[config.mk]
export PLATFORM = sky130hd
export DESIGN_NAME = spec_conflict_detector
export DESIGN_NICKNAME = d
export VERILOG_FILES = /design/src/rtl/scd_pkg.sv /design/src/rtl/scd_datapath.sv /design/src/rtl/scd_ctrl.sv /design/src/rtl/spec_conflict_detector.sv
export SDC_FILE = /design/constraint.sdc
export NUM_CORES = 1
export LEC_CHECK = 0
export ABC_AREA = 1
export BUFFER_PORTS_ARGS = -buffer_cell sky130_fd_sc_hd__buf_2
export CAP_MARGIN = 20
export CORE_MARGIN = 10
export CORE_UTILIZATION = 61
export CTS_CLUSTER_DIAMETER = 80
export DETAILED_ROUTE_END_ITERATION = 8
export PLACE_DENSITY = 0.77
export SKIP_LAST_GASP = 1
export SYNTH_ARGS = -nofsm -noshare
export SYNTH_HDL_FRONTEND = slang
export SYNTH_SLANG_ARGS = --single-unit
[constraint.sdc]
create_clock -name clk -period 2.2 [get_ports clk]
set_input_delay 0 -clock clk [delete_from_list [all_inputs] [get_ports clk]]
set_output_delay 0 -clock clk [all_outputs]
set_load 0.03 [all_outputs]
[src/rtl/scd_pkg.sv]
package scd_pkg;

  typedef enum logic [1:0] {
    ST_IDLE   = 2'd0,
    ST_ACTIVE = 2'd1,
    ST_VIOL   = 2'd2
  } scdState_e;

  typedef struct packed {
    logic trackEn;   // record local loads and stores
    logic clearAll;  // flash-clear all flags
    logic capture;   // latch snooped line as offender
  } scdStrobe_t;

endpackage

[src/rtl/scd_datapath.sv]
module scd_datapath
  import scd_pkg::*;
#(
  parameter int LINE_W = 6
) (
  input  logic              clk,
  input  logic              rstN,
  input  scdStrobe_t        strobe,
  input  logic              ldValid,
  input  logic [LINE_W-1:0] ldLine,
  input  logic              stValid,
  input  logic [LINE_W-1:0] stLine,
  input  logic              snpValid,
  input  logic [LINE_W-1:0] snpLine,
  output logic              snpHit,
  output logic [LINE_W-1:0] violLine,
  output logic              violWritten
);

  localparam int NUM_LINES = 1 << LINE_W;

  logic [NUM_LINES-1:0] readBits;
  logic [NUM_LINES-1:0] modBits;

  for (genvar g = 0; g < NUM_LINES; g++) begin : gLine
    logic ldHere;
    logic stHere;
    assign ldHere = strobe.trackEn && ldValid && (ldLine == LINE_W'(g));
    assign stHere = strobe.trackEn && stValid && (stLine == LINE_W'(g));

    always_ff @(posedge clk) begin
      if (!rstN || strobe.clearAll) begin
        readBits[g] <= 1'b0;
        modBits[g]  <= 1'b0;
      end else begin
        if (ldHere) readBits[g] <= 1'b1;
        if (stHere) modBits[g]  <= 1'b1;
      end
    end
  end

  assign snpHit = snpValid && readBits[snpLine];

  always_ff @(posedge clk) begin
    if (!rstN) begin
      violLine    <= '0;
      violWritten <= 1'b0;
    end else if (strobe.capture) begin
      violLine    <= snpLine;
      violWritten <= modBits[snpLine];
    end
  end

endmodule

[src/rtl/scd_ctrl.sv]
module scd_ctrl
  import scd_pkg::*;
(
  input  logic       clk,
  input  logic       rstN,
  input  logic       txBegin,
  input  logic       txCommit,
  input  logic       txAbort,
  input  logic       snpHit,
  output scdStrobe_t strobe,
  output logic       violation
);

  scdState_e state, stateNxt;
  logic hitEvent;

  assign hitEvent = (state == ST_ACTIVE) && snpHit && !txCommit && !txAbort;

  always_comb begin
    stateNxt        = state;
    strobe          = '0;
    strobe.trackEn  = (state == ST_ACTIVE);
    strobe.capture  = hitEvent;
    unique case (state)
      ST_IDLE: begin
        if (txBegin) begin
          stateNxt        = ST_ACTIVE;
          strobe.clearAll = 1'b1;
        end
      end
      ST_ACTIVE: begin
        if (txCommit || txAbort) begin
          stateNxt        = ST_IDLE;
          strobe.clearAll = 1'b1;
        end else if (hitEvent) begin
          stateNxt = ST_VIOL;
        end else if (txBegin) begin
          strobe.clearAll = 1'b1;
        end
      end
      ST_VIOL: begin
        if (txAbort) begin
          stateNxt        = ST_IDLE;
          strobe.clearAll = 1'b1;
        end else if (txBegin) begin
          stateNxt        = ST_ACTIVE;
          strobe.clearAll = 1'b1;
        end
      end
      default: stateNxt = ST_IDLE;
    endcase
  end

  always_ff @(posedge clk) begin
    if (!rstN) state <= ST_IDLE;
    else       state <= stateNxt;
  end

  assign violation = (state == ST_VIOL);

endmodule

[src/rtl/spec_conflict_detector.sv]
module spec_conflict_detector
  import scd_pkg::*;
#(
  parameter int LINE_W = 6
) (
  input  logic              clk,
  input  logic              rstN,
  input  logic              txBegin,
  input  logic              txCommit,
  input  logic              txAbort,
  input  logic              ldValid,
  input  logic [LINE_W-1:0] ldLine,
  input  logic              stValid,
  input  logic [LINE_W-1:0] stLine,
  input  logic              snpValid,
  input  logic [LINE_W-1:0] snpLine,
  output logic              violation,
  output logic [LINE_W-1:0] violLine,
  output logic              violWritten
);

  scdStrobe_t strobe;
  logic       snpHit;

  scd_ctrl u_ctrl (
    .clk       (clk),
    .rstN      (rstN),
    .txBegin   (txBegin),
    .txCommit  (txCommit),
    .txAbort   (txAbort),
    .snpHit    (snpHit),
    .strobe    (strobe),
    .violation (violation)
  );

  scd_datapath #(.LINE_W(LINE_W)) u_dp (
    .clk         (clk),
    .rstN        (rstN),
    .strobe      (strobe),
    .ldValid     (ldValid),
    .ldLine      (ldLine),
    .stValid     (stValid),
    .stLine      (stLine),
    .snpValid    (snpValid),
    .snpLine     (snpLine),
    .snpHit      (snpHit),
    .violLine    (violLine),
    .violWritten (violWritten)
  );

endmodule

### After elaboration in Yosys (flattened, before gate mapping)

Index checks and enable logic that the tools add are counted.

* output and inout bits: 8
* flip-flop bits (word level): 137
* word-level logic and storage cells: 417
* input bits: 26

* reductions and logical operators: 142
* multiplexer cells: 14
* magnitude comparators: 1
* equal/unequal tests: 129

Operator list (count)
* == test 6 bit, second input constant: 64
* == test 6 x 5 -> 1 bit, second input constant: 32
* logical AND 1 bit: 134
* == test 6 x 4 -> 1 bit, second input constant: 16
* == test 6 x 3 -> 1 bit, second input constant: 8
* == test 6 x 2 -> 1 bit, second input constant: 4
* binary-select mux 1 bit (select 6 bit): 2
* == test 6 x 1 -> 1 bit, second input constant: 2
* zero test 6 bit: 2
* two-way mux 2 bit: 4
* < comparator 6 x 7 -> 1 bit, second input constant: 1
* two-way mux 1 bit: 6
* case mux 2 bit (3 select lines): 1
* zero test 1 bit: 3
* != test 3 bit, second input constant: 1
* case mux 1 bit (3 select lines): 1
* == test 2 x 1 -> 1 bit, second input constant: 1
* == test 2 bit, second input constant: 1
* zero test 2 bit: 1
* logical OR 1 bit: 2

### Longest topological paths before layout

Gate-level depths: netlist of run 1.

* word-level depth: 10
* depth in mapped cells: 17
* depth with buffers taken out: 13

### Modules after synthesis

Synthesis of run 1 repeated with hierarchy kept, for this count alone.

* cell total of the unflattened synthesis: 831
* area total of the unflattened synthesis: 5913.2 um2

By module, submodules not included
* scd_datapath: sequential area each 2702.6 um2, times used 1, area each 5736.8 um2, cells an instance 800
* scd_ctrl: sequential area each 40.0 um2, times used 1, area each 176.4 um2, cells an instance 31

### Worst setup path after synthesis of run 1

No wires, ideal clock.

* path type: register to register
* start point: register u_ctrl.state[0]
* end point: register u_dp.readBits[17]
* cell stages (with the launch flop): 8
* buffers on the path: 1
* path slack: 0.483 ns
* data required time: 2.138 ns
* arrival time: 1.655 ns
* period minus slack after synthesis: 1.717 ns
* library setup time: 0.062 ns
* path through: dfxtp_1 -> inv_1 -> nor2_1 -> nand2_1 -> nor3_1 -> clkbuf_1 -> a21oi_1 -> nor2_4

* word-level cells in the longest chain between the ends: 8
* elaborated cells between the ends (all ways): 12
* classes of those cells: eq/ne (2); mux (3); reduce/logical (7)

Ends and longest elaborated chain
* start, declared: RTL line scd_ctrl.sv:14 `scdState_e state, stateNxt;`
* start signal, assigned: RTL line scd_ctrl.sv:56 `else state <= stateNxt;`
* == test 2 x 1 -> 1 bit: RTL line scd_ctrl.sv:17, scd_ctrl.sv:22, scd_ctrl.sv:24
* logical AND 1 bit (3 in a row): RTL line scd_ctrl.sv:17 `assign hitEvent = (state == ST_ACTIVE) && snpHit && !txCommit && !txAbort;`
* two-way mux 1 bit: RTL line scd_ctrl.sv:35 `end else if (hitEvent) begin`
* two-way mux 1 bit: RTL line scd_ctrl.sv:32 `if (txCommit || txAbort) begin`
* case mux 1 bit (3 select lines): RTL line scd_ctrl.sv:24 `unique case (state)`
* logical OR 1 bit: RTL line scd_datapath.sv:32 `if (!rstN || strobe.clearAll) begin`
* end signal, assigned by index: RTL line scd_datapath.sv:33 `readBits[g] <= 1'b0;`
* end signal, assigned by index: RTL line scd_datapath.sv:36 `if (ldHere) readBits[g] <= 1'b1;`
* end, declared: RTL line scd_datapath.sv:22 `logic [NUM_LINES-1:0] readBits;`

Several ways; a longest one is shown, not always the timed one.
A chain may end at the register's enable or synchronous reset.

### Worst setup path in the final report of run 1

* start point: register u_ctrl.state[0]
* end point: register u_ctrl.state[1]

* word-level cells in the longest chain between the ends: 5
* elaborated cells between the ends (all ways): 8
* classes of those cells: eq/ne (3); mux (1); reduce/logical (4)

Ends and longest elaborated chain (RTL line)
* == test 2 x 1 -> 1 bit: scd_ctrl.sv:17, scd_ctrl.sv:24
* logical AND 1 bit (3 in a row): scd_ctrl.sv:17
* != test 3 bit (no line)

Several ways; a longest one is shown, not always the timed one.

==> impl_metrics.tcl, run 1 <==
set metrics [dict create \
    p_int_uw 4380 \
    drtPass1Iterations 7 \
    synth_top_area_share_pct 40.5 \
    vdd_drop_max_mv 0.512 \
    area_growth_pct 14.1 \
    synthTopCellsByArea "dfxtp_1 40%, nor2_4 17%, a21oi_1 9.9%" \
    die_h_um 125 \
    io_buffers 33 \
    ys_seq_area_share_pct 40.5 \
    worst-path-max-fanout 3 \
    swShare_pct 25.6 \
    timing.rr.start "u_ctrl.state[0]" \
    post-route-period-util_pct 97.8 \
    maxSlewHeadroom_pct 69.6 \
    period_needed_ns 2.15 \
    power.share.combinational_pct 9.5 \
    clock-root-buffer "clkbuf_8" \
    final_cells 1041 \
    cp_num_buf_inv 5 \
    setup_viol 0 \
    clkTransAtPathRegs_ns 0.06 \
    power_uw 5890 \
    finalSetupTns_ns 0 \
    worst_slack_ns 0.0487 \
    slowest_delay_ns 0.57 \
    layout_commonest_cell "nand2_1" \
    final_cell_mix "145 x nand2_1, 136 x dfxtp_1, 134 x a21oi_1, 117 x nor2_1, 100 x nor2_4" \
    start_util_pct 62.5 \
    grt_pass1_vias 5862 \
    worstPathCellList "inv_1, nor2_1, buf_4, nand2_1, inv_2, a21oi_1, dlygate4sd3_1, nor2_1, dlygate4sd3_1" \
    cts_buffer_depth 2 \
    drive_above_1_share_pct 22.5 \
    drv_slew 0 \
    min-delay-start "stLine[2]" \
    synth_cells 845 \
    synth_area_um2 6770 \
    crit_slowest_cell "dlygate4sd3_1" \
    status "complete, no violations" \
    cp.arrival_ns 2.64 \
    power_frac_clock_pct 48.3 \
    hold_viol 0 \
    holdCritPathClass "input port to flip-flop" \
    regToRegSetupSlack_ns 0.05 \
    wl_um 17000 \
    rr_worst_depth 9 \
    num_io_pins 34 \
    die-area_um2 15700 \
    grt_pass1_wl_um 28800 \
    antenna_found_initial 0 \
    power_leakage_uw 0.00275 \
    clock_latency_ns 0.55 \
    synth.net_count 871 \
    seq_power_share_pct 42.2 \
    worst_ep_required_time_ns 2.69 \
    hold_path_depth 6 \
    p_sw_uw 1510 \
    powerDensity_nw_per_um2 762 \
    ys_seq_elements 137 \
    syn_avg_cell_area_um2 8.02 \
    crit_type "flip-flop to flip-flop" \
    nNetsFinal 914 \
    dp_hpwl_um 10700 \
    worst_setup_path_start_kind "flip-flop" \
    ys_types 21 \
    yosysTopAreaCell "dfxtp_1" \
    rsz0062_at_grt "yes" \
    place_ws_ns 0.249 \
    cap_violations 0 \
    die_w_um 125 \
    fin_skew_ns 0.00693 \
    rows 38 \
    cts_buffers 17 \
    ctsHtreeMaxLevel 4 \
    drc_errors 0 \
    cp_top_family "buffers and inverters" \
    grt_max_degree 67 \
    wl_per_cell_um 16.4 \
    grt_usage_pct 21.9 \
    cts_tree "built" \
    grt_overflow 0 \
    timing.rr.end "u_ctrl.state[1]" \
    ant_nets 0 \
    worstMarginPinSlew_ns 0.455 \
    whs_endpoint "u_dp.modBits[35]" \
    cp-end-kind "flip-flop" \
    num_vias 5857 \
    place_inst 991 \
    diodes 0 \
    drt_iter0_drc 607 \
    globalplace.congestion 0.865 \
    yosysWarnings 0 \
    drt-vias-per-instance 5.63 \
    max_freq_mhz 465 \
    cts_sinks 137 \
    core_area_um2 10800 \
]
-- synthesized netlist by cell type, drive strengths merged --
cell,instances
dfxtp,137
nand4,1
nor3,6
nand2,149
o22ai,13
o21ai,28
nand3,68
a21boi,1
a21oi,134
nor2,217
inv,42
clkbuf,16
buf,33
-- sequential cells by signal, indices dropped and copies added, names as in the netlist --
register / cells
u_ctrl.state: 2
u_dp.modBits: 64
u_dp.readBits: 64
u_dp.violLine: 6
u_dp.violWritten: 1
-- worst min-delay path, delay by kind of cell --
| kind | cells | cell delay [ns] |
|---|---|---|
| buffers and inverters | 2 | 0.20 |
| AOI/OAI and AO/OA | 1 | 0.14 |
| and+or+nand+nor | 3 | 0.18 |
-- area by class of cell --
class | instances | area, um^2
timing repair buffer | 73 | 603
sequential | 137 | 2740
tap | 140 | 175
clock buffer | 17 | 414
multi-input combinational | 617 | 3450
clock inverter | 15 | 176
inverter | 42 | 163
fill | 796 | 3110
-- power groups by stage --
stage | Sequential [uW] | Clock (uW) | Combinational [uW]
3_5_place_dp | 2540 | 0 | 523
5_1_grt | 2490 | 2980 | 600
4_1_cts | 2490 | 2860 | 547
6_report | 2490 | 2840 | 558
2_1_floorplan | 2540 | 0 | 427
3_3_place_gp | 2540 | 0 | 513
-- layer usage --
layer	global-route usage, %	wire length, um	share of wire (%)
met3	5.45	1190	7.0
met4	8.67	348	2.0
met5	0	0	0
met2	35.1	8080	47
met1	27.6	7410	44
-- logic make-up (layout without fill, tap and decap cells) --
family                 after synthesis  count (layout)  synth area share [%]
DFF                                137             137                  40.5
AOI/OAI and AO/OA                  176             176                  13.3
and+or+nand+nor                    441             441                  37.2
buffers and inverters               91             147                  9.00
-- repair_timing --
| item | in CTS | in global routing |
|---|---|---|
| gates resized for setup | 0 | 3 |
| hold buffers | 15 | 0 |
| endpoints found under the hold margin | 11 | 0 |
| setup buffers | 0 | 4 |
| setup endpoints to repair | 0 | 2 |
-- stage by stage --
stage / area, um^2 / hold WS [ns] / utilization (%)
final: 7730 / 0.0277 / 71.3
after global placement: 6960 / 0.296 / 64.2
after CTS: 7700 / 0.0115 / 71.0
after global routing: 7730 / 0.0559 / 71.3
after detailed placement: 6960 / 0.304 / 64.2
after floorplan: 6770 / 0.135 / -
-- how the worst max path moves through the flow --
stage / startpoint / endpoint / slack (ns) / cells past startpoint
detailed placement: snpLine[0] / u_dp.modBits[18] / 0.25 / 15
global route: u_ctrl.state[0] / u_ctrl.state[1] / 0.0006 / 9
floorplan: u_ctrl.state[0] / u_dp.readBits[17] / 0.48 / 7
CTS: u_ctrl.state[0] / u_ctrl.state[1] / 0.02 / 9
global placement: snpLine[1] / u_dp.readBits[40] / 0.28 / 14
finish: u_ctrl.state[0] / u_ctrl.state[1] / 0.05 / 9
Power figures use the tool's default switching activity.
==> run 2: changes to the inputs <==
--- a/config.mk
+++ b/config.mk
@@ -6,7 +6,7 @@
 export NUM_CORES = 1
 export LEC_CHECK = 0
 export ABC_AREA = 1
-export BUFFER_PORTS_ARGS = -buffer_cell sky130_fd_sc_hd__buf_2
+export BUFFER_PORTS_ARGS = -buffer_cell sky130_fd_sc_hd__buf_4
 export CAP_MARGIN = 20
 export CORE_MARGIN = 10
 export CORE_UTILIZATION = 61
==> impl_metrics.tcl, run 2 (synthesis results as in run 1) <==
set metrics [dict create \
    status "complete, no violations" \
    wl_per_cell_um 16.2 \
    fillers 827 \
    drtPass1Iterations 6 \
    globalplace.congestion 0.914 \
    clock_latency_ns 0.54 \
    core_area_um2 10800 \
    worst_setup_path_start_kind "input port" \
    p_sw_uw 1420 \
    drive_above_1_share_pct 21.7 \
    period_needed_ns 1.97 \
    grt_overflow 0 \
    slowest_delay_ns 0.58 \
    swShare_pct 24.7 \
    die-area_um2 15700 \
    max_freq_mhz 508 \
    die_h_um 125 \
    layout_commonest_cell "nand2_1" \
    finalSetupTns_ns 0 \
    clock-root-buffer "clkbuf_8" \
    place_ws_ns 0.315 \
    worst_slack_ns 0.231 \
    power_leakage_uw 0.00274 \
    post-route-period-util_pct 89.5 \
    antenna_found_initial 0 \
    maxSlewHeadroom_pct 62.1 \
    worstMarginPinSlew_ns 0.568 \
    dp_hpwl_um 11000 \
    area_growth_pct 13.8 \
    drt_iter0_drc 811 \
    holdCritPathClass "input port to flip-flop" \
    multi_input_area_um2 3440 \
    num_vias 5944 \
    grt_max_degree 34 \
    cap_violations 0 \
    cts_buffer_depth 2 \
    worstPathCellList "dlygate4sd3_1, buf_4, buf_4, nand3_1, nand3_1, nand2_1, nand2_1, nand3_1, nand3_1, nand2_2, nand2_1, nand2_1, a21oi_1, dlygate4sd3_1" \
    cp-end-kind "flip-flop" \
    crit_type "input port to flip-flop" \
    ctsHtreeMaxLevel 4 \
    die_w_um 125 \
    power_uw 5760 \
    start_util_pct 62.5 \
    grt_usage_pct 21.5 \
    worst_ep_required_time_ns 2.68 \
    crit_slowest_cell "dlygate4sd3_1" \
    ant_nets 0 \
    vdd_drop_max_mv 0.766 \
    drt-vias-per-instance 5.74 \
    cp.arrival_ns 2.45 \
    worst-path-max-fanout 17 \
    drv_slew 0 \
    power.share.combinational_pct 9.7 \
    powerDensity_nw_per_um2 747 \
    seq_power_share_pct 43.2 \
    hold_slack_ns 0.0160 \
    num_io_pins 34 \
    wl_um 16800 \
    grt_pass1_vias 5800 \
    top_regs "u_dp.modBits: 64 flops, u_dp.readBits: 64 flops, u_dp.violLine: 6 flops" \
    io_buffers 33 \
    grt_pass1_wl_um 28400 \
    rsz0062_at_grt "no" \
    nNetsFinal 910 \
    hold_viol 0 \
    final_cell_mix "146 x nand2_1, 137 x dfxtp_1, 134 x a21oi_1, 116 x nor2_1, 100 x nor2_4" \
    fin_skew_ns 0.00710 \
    diodes 0 \
    drc_errors 0 \
    power_frac_clock_pct 47.0 \
    cts_sinks 137 \
    cts_tree "built" \
    p_int_uw 4340 \
    rows 38 \
    clkTransAtPathRegs_ns 0.06 \
    cts_buffers 17 \
    seq_area_um2 2740 \
    setup_viol 0 \
]
run 2: cell types whose count changed in the layout (fill, tap and decap cells not counted), sizes merged:
cell	previous run	this run
clkinv	7	8
bufinv	3	2
inv	44	42
dlygate4sd3	15	13
clkinvlp	3	0
clkbuf	17	21
buf	58	56
run 2: per-layer routing:
layer | track usage, % | routed length (um) | vias up
li1 | - | - | 2825
met1 | 27.6 | 7350 | 2782
met2 | 34.0 | 7820 | 298
met3 | 5.24 | 1270 | 39
met4 | 8.74 | 355 | 0
met5 | 0 | 0 | -
run 2: path summary, 6_finish.rpt:
path,slack (ns),startpoint,cells after the start,end
setup / recovery,0.23,snpLine[1],14,u_ctrl.state[0]
setup reg to reg,0.26,u_dp.readBits[62],12,u_ctrl.state[0]
hold / removal,0.02,stLine[4],5,u_dp.modBits[2]
hold reg to reg,0.48,u_dp.readBits[2],2,u_dp.readBits[2]
run 2: metrics by stage:
step,instances,utilization [%],cell area [um^2]
2_1_floorplan,845,-,6770
3_3_place_gp,992,64.7,7010
3_5_place_dp,992,64.7,7010
4_1_cts,1037,71.1,7710
5_1_grt,1036,71.1,7710
6_report,1036,71.1,7710
run 2: power by group through the flow:
| stage | Sequential (uW) | Combinational [uW] | Clock [uW] |
|---|---|---|---|
| final | 2490 | 559 | 2710 |
| after global routing | 2490 | 604 | 2840 |
| after CTS | 2490 | 548 | 2720 |
| after detailed placement | 2540 | 526 | 0 |
| after global placement | 2540 | 518 | 0 |
| after floorplan | 2540 | 427 | 0 |
run 2: area by class of cell:
| cell class | count | share of cell area, % |
|---|---|---|
| inverter | 42 | 2.18 |
| tap | 140 | 2.27 |
| clock inverter | 10 | 1.30 |
| multi-input combinational | 617 | 44.6 |
| clock buffer | 21 | 5.96 |
| timing repair buffer | 69 | 8.12 |
| sequential | 137 | 35.6 |
run 2: critical path: cells and delay by family:
| family | cells | cell delay, ns |
|---|---|---|
| AO/OA/AOI/OAI | 1 | 0.18 |
| AND/OR/NAND/NOR | 9 | 0.74 |
| buffers and inverters | 4 | 1.52 |
run 2: what timing repair did:
action                                  CTS  global route
setup buffers                             0             0
hold buffers                             14             0
resized for setup                         0             5
endpoints found under the setup margin    0             1
endpoints found under the hold margin     9             0
==> run 3: changes to the inputs <==
--- a/config.mk
+++ b/config.mk
@@ -5,7 +5,6 @@
 export SDC_FILE = /design/constraint.sdc
 export NUM_CORES = 1
 export LEC_CHECK = 0
-export ABC_AREA = 1
 export BUFFER_PORTS_ARGS = -buffer_cell sky130_fd_sc_hd__buf_4
 export CAP_MARGIN = 20
 export CORE_MARGIN = 10
==> impl_metrics.tcl, run 3 <==
set metrics [dict create \
    rows 37 \
    timing.rr.start "u_dp.readBits[8]" \
    regToRegSetupSlack_ns -0.07 \
    synth.net_count 627 \
    nNetsFinal 716 \
    swShare_pct 22.5 \
    power.share.combinational_pct 9.0 \
    met3_wirelength_um 1560 \
    clock-root-buffer "clkbuf_8" \
    worst_ep_required_time_ns 2.68 \
    clock_latency_ns 0.54 \
    drt-vias-per-instance 6.27 \
    seq_power_share_pct 40.4 \
    yosysTopAreaCell "dfxtp_1" \
    worst_setup_path_start_kind "flip-flop" \
    drt-met1-wl_um 7120 \
    rsz0062_at_grt "yes" \
    status "finished with violations" \
    route.met2.wl_um 8750 \
    synth_area_um2 6510 \
    cp.arrival_ns 2.75 \
    period_needed_ns 2.27 \
    cp-end-kind "flip-flop" \
    finalSetupTns_ns -2.52 \
    drv_slew 0 \
    drt_iter0_drc 723 \
    top_layer "met4" \
    rr_worst_depth 8 \
    p_sw_uw 1390 \
    holdCritPathClass "input port to flip-flop" \
    setup_viol 97 \
    cts_buffer_depth 2 \
    grt_usage_pct 22.3 \
    die-area_um2 15200 \
    syn_avg_cell_area_um2 10.8 \
    grt_pass1_vias 5032 \
    area_growth_pct 24.2 \
    layout_commonest_cell "a21oi_1" \
    place_inst 772 \
    io_buffers 33 \
    power_frac_clock_pct 50.6 \
    crit_end "u_dp.readBits[53]" \
    vdd_drop_max_mv 0.412 \
    core_area_um2 10400 \
    top_regs "u_dp.modBits: 64 flops, u_dp.readBits: 64 flops, u_dp.violLine: 6 flops" \
    p_int_uw 4780 \
    drive_above_1_share_pct 36.0 \
    cap_violations 0 \
    grt_pass1_wl_um 26400 \
    antenna_found_initial 0 \
    wl_per_cell_um 21.4 \
    synth_top_area_share_pct 42.1 \
    cts_tree "built" \
    synth_cells 601 \
    final_cells 838 \
    cts_buffers 17 \
    cts_sinks 137 \
    failed_checks "negative setup slack" \
    powerDensity_nw_per_um2 762 \
    ys_types 34 \
    synth_edf_count 0 \
    synthTopCellsByArea "dfxtp_1 42%, nor2_4 17%, a21oi_1 10%" \
    num_vias 5254 \
    max_freq_mhz 440 \
    grt_max_degree 33 \
    worst-path-max-fanout 8 \
    hold_viol 0 \
    async_flop_share_pct 0 \
    globalplace.congestion 0.828 \
    synthMostInstantiatedCell "dfxtp_1" \
    fin_skew_ns 0.0108 \
    synth_common_cells "137 x dfxtp_1, 136 x a21oi_1, 100 x nor2_4, 54 x nor2_1, 24 x mux4_2" \
    die_w_um 123 \
    power_leakage_uw 0.00273 \
    die_h_um 123 \
    final_cell_mix "136 x a21oi_1, 130 x dfxtp_1, 105 x nor2_4, 65 x buf_4, 46 x nor2_1" \
    maxSlewHeadroom_pct 39.2 \
    setup.worst_path.start "u_dp.readBits[8]" \
    timing.rr.end "u_dp.readBits[53]" \
    ctsHtreeMaxLevel 4 \
    ys_seq_area_share_pct 42.1 \
    grt_overflow 0 \
    start_util_pct 62.8 \
    clkTransAtPathRegs_ns 0.06 \
    num_io_pins 34 \
    diodes 0 \
    wl_um 17900 \
    ys_seq_elements 137 \
    synthFlopType "dfxtp_1" \
    worst_slack_ns -0.0743 \
    drc_errors 0 \
    ant_nets 0 \
    drtPass1Iterations 5 \
    worstMarginPinSlew_ns 0.904 \
    dp_hpwl_um 10100 \
    post-route-period-util_pct 103 \
    yosysWarnings 0 \
    crit_type "flip-flop to flip-flop" \
]
## run 3: how the worst min path moves through the flow
| stage | from | endpoint | slack [ns] | cells past startpoint |
|---|---|---|---|---|
| 2_1_floorplan | rstN | u_ctrl.state[0] | 0.15 | 2 |
| 3_3_place_gp | rstN | u_ctrl.state[0] | 0.27 | 3 |
| 3_5_place_dp | rstN | u_ctrl.state[0] | 0.28 | 3 |
| 4_1_cts | snpLine[2] | u_dp.violLine[2] | 0.004 | 4 |
| 5_1_grt | snpLine[2] | u_dp.violLine[2] | 0.02 | 4 |
| 6_report | snpLine[2] | u_dp.violLine[2] | 0.03 | 4 |
## run 3: stage by stage
stage               total power [uW]  area [um^2]  utilization (%)  hold slack (ns)  worst slack (ns)
floorplan                       2880         6510                -            0.149             0.108
global placement                2970         6940             66.9            0.269           -0.0870
detailed placement              2980         6940             66.9            0.280            -0.113
CTS                             6110         7910             76.2          0.00436           -0.0245
global route                    6290         8090             78.0           0.0177           -0.0996
finish                          6160         8090             78.0           0.0339           -0.0743
## run 3: final cells by class
cell class	count	area [um^2]
Multi-Input combinational cell	426	3480
Sequential cell	137	2750
Tap cell	136	170
Clock buffer	24	480
Timing Repair Buffer	102	1020
Inverter	6	22.5
Clock inverter	7	163
Fill cell	571	2280
## run 3: power groups by stage
stage / Combinational, uW / Clock (uW) / Sequential (uW)
finish: 554 / 3120 / 2490
global route: 577 / 3230 / 2490
CTS: 499 / 3120 / 2490
detailed placement: 439 / 0 / 2540
global placement: 432 / 0 / 2540
floorplan: 336 / 0 / 2540
## run 3: worst max-delay path: stages, from the launching register on
cell	delay [ns]
dfxtp_1	0.36
mux2i_1	0.10
mux4_2	0.53
a221oi_4	0.30
nand3_2	0.12
a41o_4	0.33
buf_12	0.18
buf_4	0.18
nor2_4	0.12
## run 3: cell families after synthesis
| group | share of synthesized area, % |
|---|---|
| AO/OA/AOI/OAI | 13.4 |
| buffers and inverters | 5.65 |
| flip-flops | 42.1 |
| multiplexers | 12.9 |
| AND/OR/NAND/NOR | 25.9 |
## run 3: what timing repair did
action / CTS / global route
pin swaps: 3 / 15
endpoints found under the setup margin: 112 / 123
gates resized for setup: 6 / 23
endpoints found under the hold margin: 30 / 0
buffers inserted: 2 / 5
hold buffers: 24 / 0
gates cloned: 1 / 3
## run 3: metal layers
layer  vias to the layer above  global-route usage, %
met1                      2567                   27.6
met2                       300                   36.7
met5                         -                      0
met3                        57                   5.10
li1                       2330                      -
met4                         0                   9.02
